<file path="config.mk">
export PLATFORM = sky130hd
export DESIGN_NAME = rx_alu
export DESIGN_NICKNAME = d
export VERILOG_FILES = /design/src/rtl/rx_alu_pkg.sv /design/src/rtl/rx_alu_operand.sv /design/src/rtl/rx_alu_shifter.sv /design/src/rtl/rx_alu_compare.sv /design/src/rtl/rx_alu.sv
export SDC_FILE = /design/constraint.sdc
export NUM_CORES = 1
export LEC_CHECK = 0
export BUFFER_PORTS_ARGS = -buffer_cell sky130_fd_sc_hd__buf_2
export CORE_MARGIN = 5
export CORE_UTILIZATION = 52
export DETAILED_ROUTE_END_ITERATION = 6
export GPL_TIMING_DRIVEN = 0
export PLACE_DENSITY = 0.73
export SYNTH_ARGS = -nofsm -noshare
export SYNTH_HDL_FRONTEND = slang
export SYNTH_SLANG_ARGS = --single-unit
</file>
<file path="constraint.sdc">
create_clock -name clk -period 1.9 [get_ports clk]
set_input_delay 0.19 -clock clk [delete_from_list [all_inputs] [get_ports clk]]
set_output_delay 0.19 -clock clk [all_outputs]
set_load 0.05 [all_outputs]
</file>
<file path="src/rtl/rx_alu_pkg.sv">
package rx_alu_pkg;

   localparam int OP_W  = 3;
   localparam int CMP_W = 2;

   typedef enum logic [OP_W-1:0] {
      OP_ADD = 3'd0,
      OP_SUB = 3'd1,
      OP_AND = 3'd2,
      OP_OR  = 3'd3,
      OP_XOR = 3'd4,
      OP_SHL = 3'd5,
      OP_SHR = 3'd6,
      OP_CMP = 3'd7
   } alu_op_e;

   typedef enum logic [CMP_W-1:0] {
      CMP_EQ = 2'd0,
      CMP_GT = 2'd1,
      CMP_LT = 2'd2
   } cmp_code_e;

endpackage

</file>
<file path="src/rtl/rx_alu_operand.sv">
module rx_alu_operand #(
   parameter int DATA_W = 16,
   parameter int IMM_W  = 8
) (
   input  logic              use_imm,
   input  logic [DATA_W-1:0] ry_val,
   input  logic [IMM_W-1:0]  imm_val,
   output logic [DATA_W-1:0] operand
);

   localparam int PAD_W = DATA_W - IMM_W;

   logic [DATA_W-1:0] imm_ext;

   generate
      if (PAD_W == 0) begin : g_full_imm
         assign imm_ext = imm_val;
      end else begin : g_pad_imm
         assign imm_ext = {{PAD_W{1'b0}}, imm_val};
      end
   endgenerate

   assign operand = use_imm ? imm_ext : ry_val;

endmodule

</file>
<file path="src/rtl/rx_alu_shifter.sv">
module rx_alu_shifter #(
   parameter int DATA_W      = 16,
   parameter int SHIFT_STYLE = 0
) (
   input  logic [DATA_W-1:0] value,
   input  logic [DATA_W-1:0] amount,
   input  logic              dir_right,
   output logic [DATA_W-1:0] shifted
);

   localparam int AMT_W = $clog2(DATA_W);

   logic              too_far;
   logic [DATA_W-1:0] core;

   assign too_far = |amount[DATA_W-1:AMT_W];

   generate
      if (SHIFT_STYLE == 0) begin : g_staged
         logic [DATA_W-1:0] stage [0:AMT_W];
         assign stage[0] = value;
         for (genvar s = 0; s < AMT_W; s++) begin : g_stage
            localparam int STEP = 1 << s;
            logic [DATA_W-1:0] moved;
            assign moved = dir_right ? (stage[s] >> STEP) : (stage[s] << STEP);
            assign stage[s+1] = amount[s] ? moved : stage[s];
         end
         assign core = stage[AMT_W];
      end else begin : g_operator
         logic [AMT_W-1:0] low_amt;
         assign low_amt = amount[AMT_W-1:0];
         assign core = dir_right ? (value >> low_amt) : (value << low_amt);
      end
   endgenerate

   assign shifted = too_far ? '0 : core;

endmodule

</file>
<file path="src/rtl/rx_alu_compare.sv">
module rx_alu_compare #(
   parameter int DATA_W = 16
) (
   input  logic [DATA_W-1:0] lhs,
   input  logic [DATA_W-1:0] rhs,
   output logic [1:0]        code
);

   import rx_alu_pkg::*;

   always_comb begin
      if (lhs == rhs)
         code = CMP_EQ;
      else if (lhs > rhs)
         code = CMP_GT;
      else
         code = CMP_LT;
   end

endmodule

</file>
<file path="src/rtl/rx_alu.sv">
module rx_alu #(
   parameter int DATA_W      = 16,
   parameter int IMM_W       = 8,
   parameter int SHIFT_STYLE = 0,
   parameter int OUT_REG     = 1
) (
   input  logic              clk,
   input  logic              rst_n,
   input  logic              in_valid,
   input  logic [2:0]        op,
   input  logic              use_imm,
   input  logic [DATA_W-1:0] rx_val,
   input  logic [DATA_W-1:0] ry_val,
   input  logic [IMM_W-1:0]  imm_val,
   output logic [DATA_W-1:0] result,
   output logic              wr_en,
   output logic [1:0]        cmp_code
);

   import rx_alu_pkg::*;

   localparam int CODE_PAD = DATA_W - CMP_W;

   generate
      if (DATA_W < 4) begin : g_bad_width
         $error("rx_alu: DATA_W must be at least 4");
      end
      if (IMM_W < 1 || IMM_W > DATA_W) begin : g_bad_imm
         $error("rx_alu: IMM_W must lie in 1..DATA_W");
      end
      if (SHIFT_STYLE < 0 || SHIFT_STYLE > 1) begin : g_bad_shift
         $error("rx_alu: SHIFT_STYLE must be 0 or 1");
      end
      if (OUT_REG < 0 || OUT_REG > 1) begin : g_bad_reg
         $error("rx_alu: OUT_REG must be 0 or 1");
      end
   endgenerate

   logic [DATA_W-1:0] operand;
   logic [DATA_W-1:0] shl_v;
   logic [DATA_W-1:0] shr_v;
   logic [DATA_W-1:0] next_res;
   logic [1:0]        next_code;

   rx_alu_operand #(.DATA_W(DATA_W), .IMM_W(IMM_W)) u_operand (
      .use_imm (use_imm),
      .ry_val  (ry_val),
      .imm_val (imm_val),
      .operand (operand)
   );

   rx_alu_shifter #(.DATA_W(DATA_W), .SHIFT_STYLE(SHIFT_STYLE)) u_shl (
      .value     (rx_val),
      .amount    (operand),
      .dir_right (1'b0),
      .shifted   (shl_v)
   );

   rx_alu_shifter #(.DATA_W(DATA_W), .SHIFT_STYLE(SHIFT_STYLE)) u_shr (
      .value     (rx_val),
      .amount    (operand),
      .dir_right (1'b1),
      .shifted   (shr_v)
   );

   rx_alu_compare #(.DATA_W(DATA_W)) u_cmp (
      .lhs  (rx_val),
      .rhs  (operand),
      .code (next_code)
   );

   always_comb begin
      case (op)
         OP_ADD:  next_res = rx_val + operand;
         OP_SUB:  next_res = rx_val - operand;
         OP_AND:  next_res = rx_val & operand;
         OP_OR:   next_res = rx_val | operand;
         OP_XOR:  next_res = rx_val ^ operand;
         OP_SHL:  next_res = shl_v;
         OP_SHR:  next_res = shr_v;
         default: next_res = {{CODE_PAD{1'b0}}, next_code};
      endcase
   end

   generate
      if (OUT_REG == 1) begin : g_registered
         always_ff @(posedge clk or negedge rst_n) begin
            if (!rst_n) begin
               result   <= '0;
               wr_en    <= 1'b0;
               cmp_code <= '0;
            end else begin
               wr_en <= in_valid;
               if (in_valid) begin
                  result   <= next_res;
                  cmp_code <= next_code;
               end
            end
         end
      end else begin : g_direct
         assign result   = next_res;
         assign wr_en    = in_valid;
         assign cmp_code = next_code;
      end
   endgenerate

endmodule

</file>
==> impl_metrics.csv <==
group,metric,value,unit
synth,synth_async_sr_flop_share,100.0,%
critical_path,path_common_cell,"mux2i_1",
critical_path,crit_fanout,7,
detailed_routing,wl,20.27,mm
critical_path,required,2100,ps
clocking,cts_root_buf,"clkbuf_8",
placed_design,pre_cts_slack,-1696,ps
global_routing,first_global_vias,5423,
status,violations,"negative setup slack",
global_routing,overflow,0,
finish,area_delta_synth_final,34.26,%
placed_design,dp_cells,809,
synth,yosys_warnings,0,
critical_path,r2r_slack,860,ps
synth,synthCells,639,
clocking,cts_sinks,19,
timing,drv_slew,0,
timing,skew,0,ps
critical_path,critPathArrivalTime,2950,ps
detailed_routing,drt-pass1-iter-count,5,
die,die_y,105.6,um
global_routing,grt_max_degree,20,
power,total_power,2.984,mW
finish,final_common_cell,"nor2_1",
synth,syn_area_per_cell,7.441,um^2
timing,fin_ws,-852.7,ps
finish,num-nets-final,859,
global_routing,grt_antenna_before_repair,0,
placed_design,io_buffers,62,
timing,whs,51.91,ps
clocking,worstSkewPairLatency,260,ps
die,initial_utilization,53.99,%
placed_design,placedInstanceArea,5386,um^2
finish,utilization,72.49,%
critical_path,crit_chain,"buf_16 > mux2i_1 > inv_1 > ha_1 > nor3_1 > o31ai_4 > a22o_2 > o21a_1 > o31ai_2 > mux2i_1 > o221a_1",
power,p_per_area,467.5,nW/um^2
finish,fillers,684,
synth,synth_seq_cells,19,
finish,layout-drive-gt1-share,30.31,%
detailed_routing,viasPerCell,6.866,
detailed_routing,final_antenna_net_count,0,
finish,final_cell_mix,"nor2_1, buf_2, ha_1",
clocking,cts_tree,"built",
timing,tightest_slew,1022,ps
critical_path,worstSetupEndpointType,"register",
power,vdd_drop_max,264.0,uV
synth,synthFlopType,"dfrtp_1",
critical_path,startpoint_type,"input pin",
synth,synth_area,4755,um^2
worst_hold_path,worstHoldPathType,"input pin to register",
timing,grt_setup_unrepaired,"yes",
timing,timing.final.crit_share,144.9,%
synth,syn_nets,748,
timing,fin_setup_tns,-11800,ps
finish,stdcell_count,857,
job,maxCapViolCount,0,
global_routing,track_usage,34.01,%
die,die-area,11160,um^2
timing,max_freq,363.3,MHz
die,core_region_area,8806,um^2
finish,antenna_cells,0,
timing,fin_crit,2753,ps
clocking,clkTransAtPathRegs,60,ps
detailed_routing,drc,0,
synth,seq_area_frac_synth,10.00,%
timing,hold_violations,0,
timing,max_slew_margin,31.37,%
clocking,cts_buffer_depth,2,
detailed_routing,num_vias,5884,
critical_path,critical-path-max-stage-delay,430,ps
critical_path,path_class,"input pin to register",
power,p_leak,2.872,nW
detailed_routing,drtIter0Drc,652,
placed_design,place_hpwl,14.81,mm
die,num_rows,34,
die,fp.dieW,105.6,um
clocking,htreeDepth,1,
die,io-pin-count,66,
global_routing,grt_pass1_wl,30.26,mm
placed_design,gp_congestion,1.044,
finish,design_area,6384,um^2
clocking,cts_buffers,3,
status,outcome,"finished with violations",
critical_path,slowest_stage,"mux2i_1",
timing,setup_viol,18,
synth,synth-edff-count,0,
detailed_routing,wl_per_cell,23.65,um
synth,ys_types,71,
-- power by group --
| part | total (mW) | switching (mW) | leakage, nW | internal, mW |
|---|---|---|---|---|
| Sequential | 0.495 | 0.0334 | 0.229 | 0.461 |
| Combinational | 2.21 | 1.37 | 2.62 | 0.842 |
| Clock | 0.276 | 0.127 | 0.0228 | 0.149 |
| Total | 2.98 | 1.53 | 2.87 | 1.45 |
-- worst paths after layout --
path / endpoint / cells past startpoint / startpoint
worst max-delay path: result[15] / 11 / use_imm
worst min-delay path: wr_en / 1 / in_valid
worst max register to register: result[13] / 2 / result[13]
worst min register to register: cmp_code[0] / 2 / cmp_code[0]
max in group asynchronous: cmp_code[0] / 2 / rst_n
min in group asynchronous: result[3] / 2 / rst_n
-- state kept, by name, summed over array words and instances (netlist names) --
name,count
wr_en,1
cmp_code,2
result,16
-- synth_stat cells, drive strengths merged, types with 7 or more instances --
cell type | number | area (um^2)
o221ai | 14 | 122.6
buf | 13 | 80.07
a21o | 9 | 67.56
mux2i | 61 | 648.1
nor2 | 63 | 236.5
a221oi | 8 | 70.07
nand3 | 11 | 60.06
nand2 | 49 | 183.9
a21oi | 48 | 244.0
ha | 60 | 750.7
nand2b | 13 | 81.33
xor2 | 7 | 61.31
o21ai | 36 | 180.2
dfrtp | 19 | 475.5
nor3 | 13 | 65.06
a211oi | 16 | 120.1
inv | 48 | 182.7
a31oi | 16 | 100.1
clkbuf | 27 | 101.4
-- routing by layer --
layer	global-route usage, %	wire length [um]	part of all wire, %
met1	48.93	8223	41
met2	49.32	8483	42
met3	7.641	2590	13
met4	13.04	972	4.8
met5	0	0	0
-- worst max-delay path, delay by kind of cell --
| family | cells | cell delay, ps |
|---|---|---|
| compound gates | 5 | 1140 |
| mux | 2 | 660 |
| simple gates | 1 | 380 |
| buf+inv | 2 | 300 |
| fa+ha+maj | 1 | 280 |
-- logic make-up after synthesis --
kind of cell	Yosys count	synth area share, %
DFF	19	10.00
and+or+nand+nor	187	18.47
buffers and inverters	89	7.737
adders and majority gates	62	16.63
muxes	65	15.53
AOI/OAI and AO/OA	205	29.42
xor gates and xnor gates	12	2.211
-- area by class of cell --
type                            instances  area, um^2  share of cell area (%)
Tap cell                              108       135.1                   2.117
Sequential cell                        19       475.5                   7.448
Timing Repair Buffer                  108       690.7                   10.82
Buffer                                 38       310.3                   4.861
Multi-Input combinational cell        531        4537                   71.07
Clock buffer                            4       45.04                  0.7056
Inverter                               49       190.2                   2.979
-- what timing repair did --
| item | CTS | global route |
|---|---|---|
| cloned | 0 | 0 |
| hold endpoints to repair | 19 | 0 |
| pin swaps | 25 | 37 |
| setup buffers | 26 | 20 |
| endpoints found under the setup margin | 18 | 18 |
| hold buffers | 1 | 0 |
| resized for setup | 73 | 50 |
No activity file was read; power rests on OpenSTA's default activity.
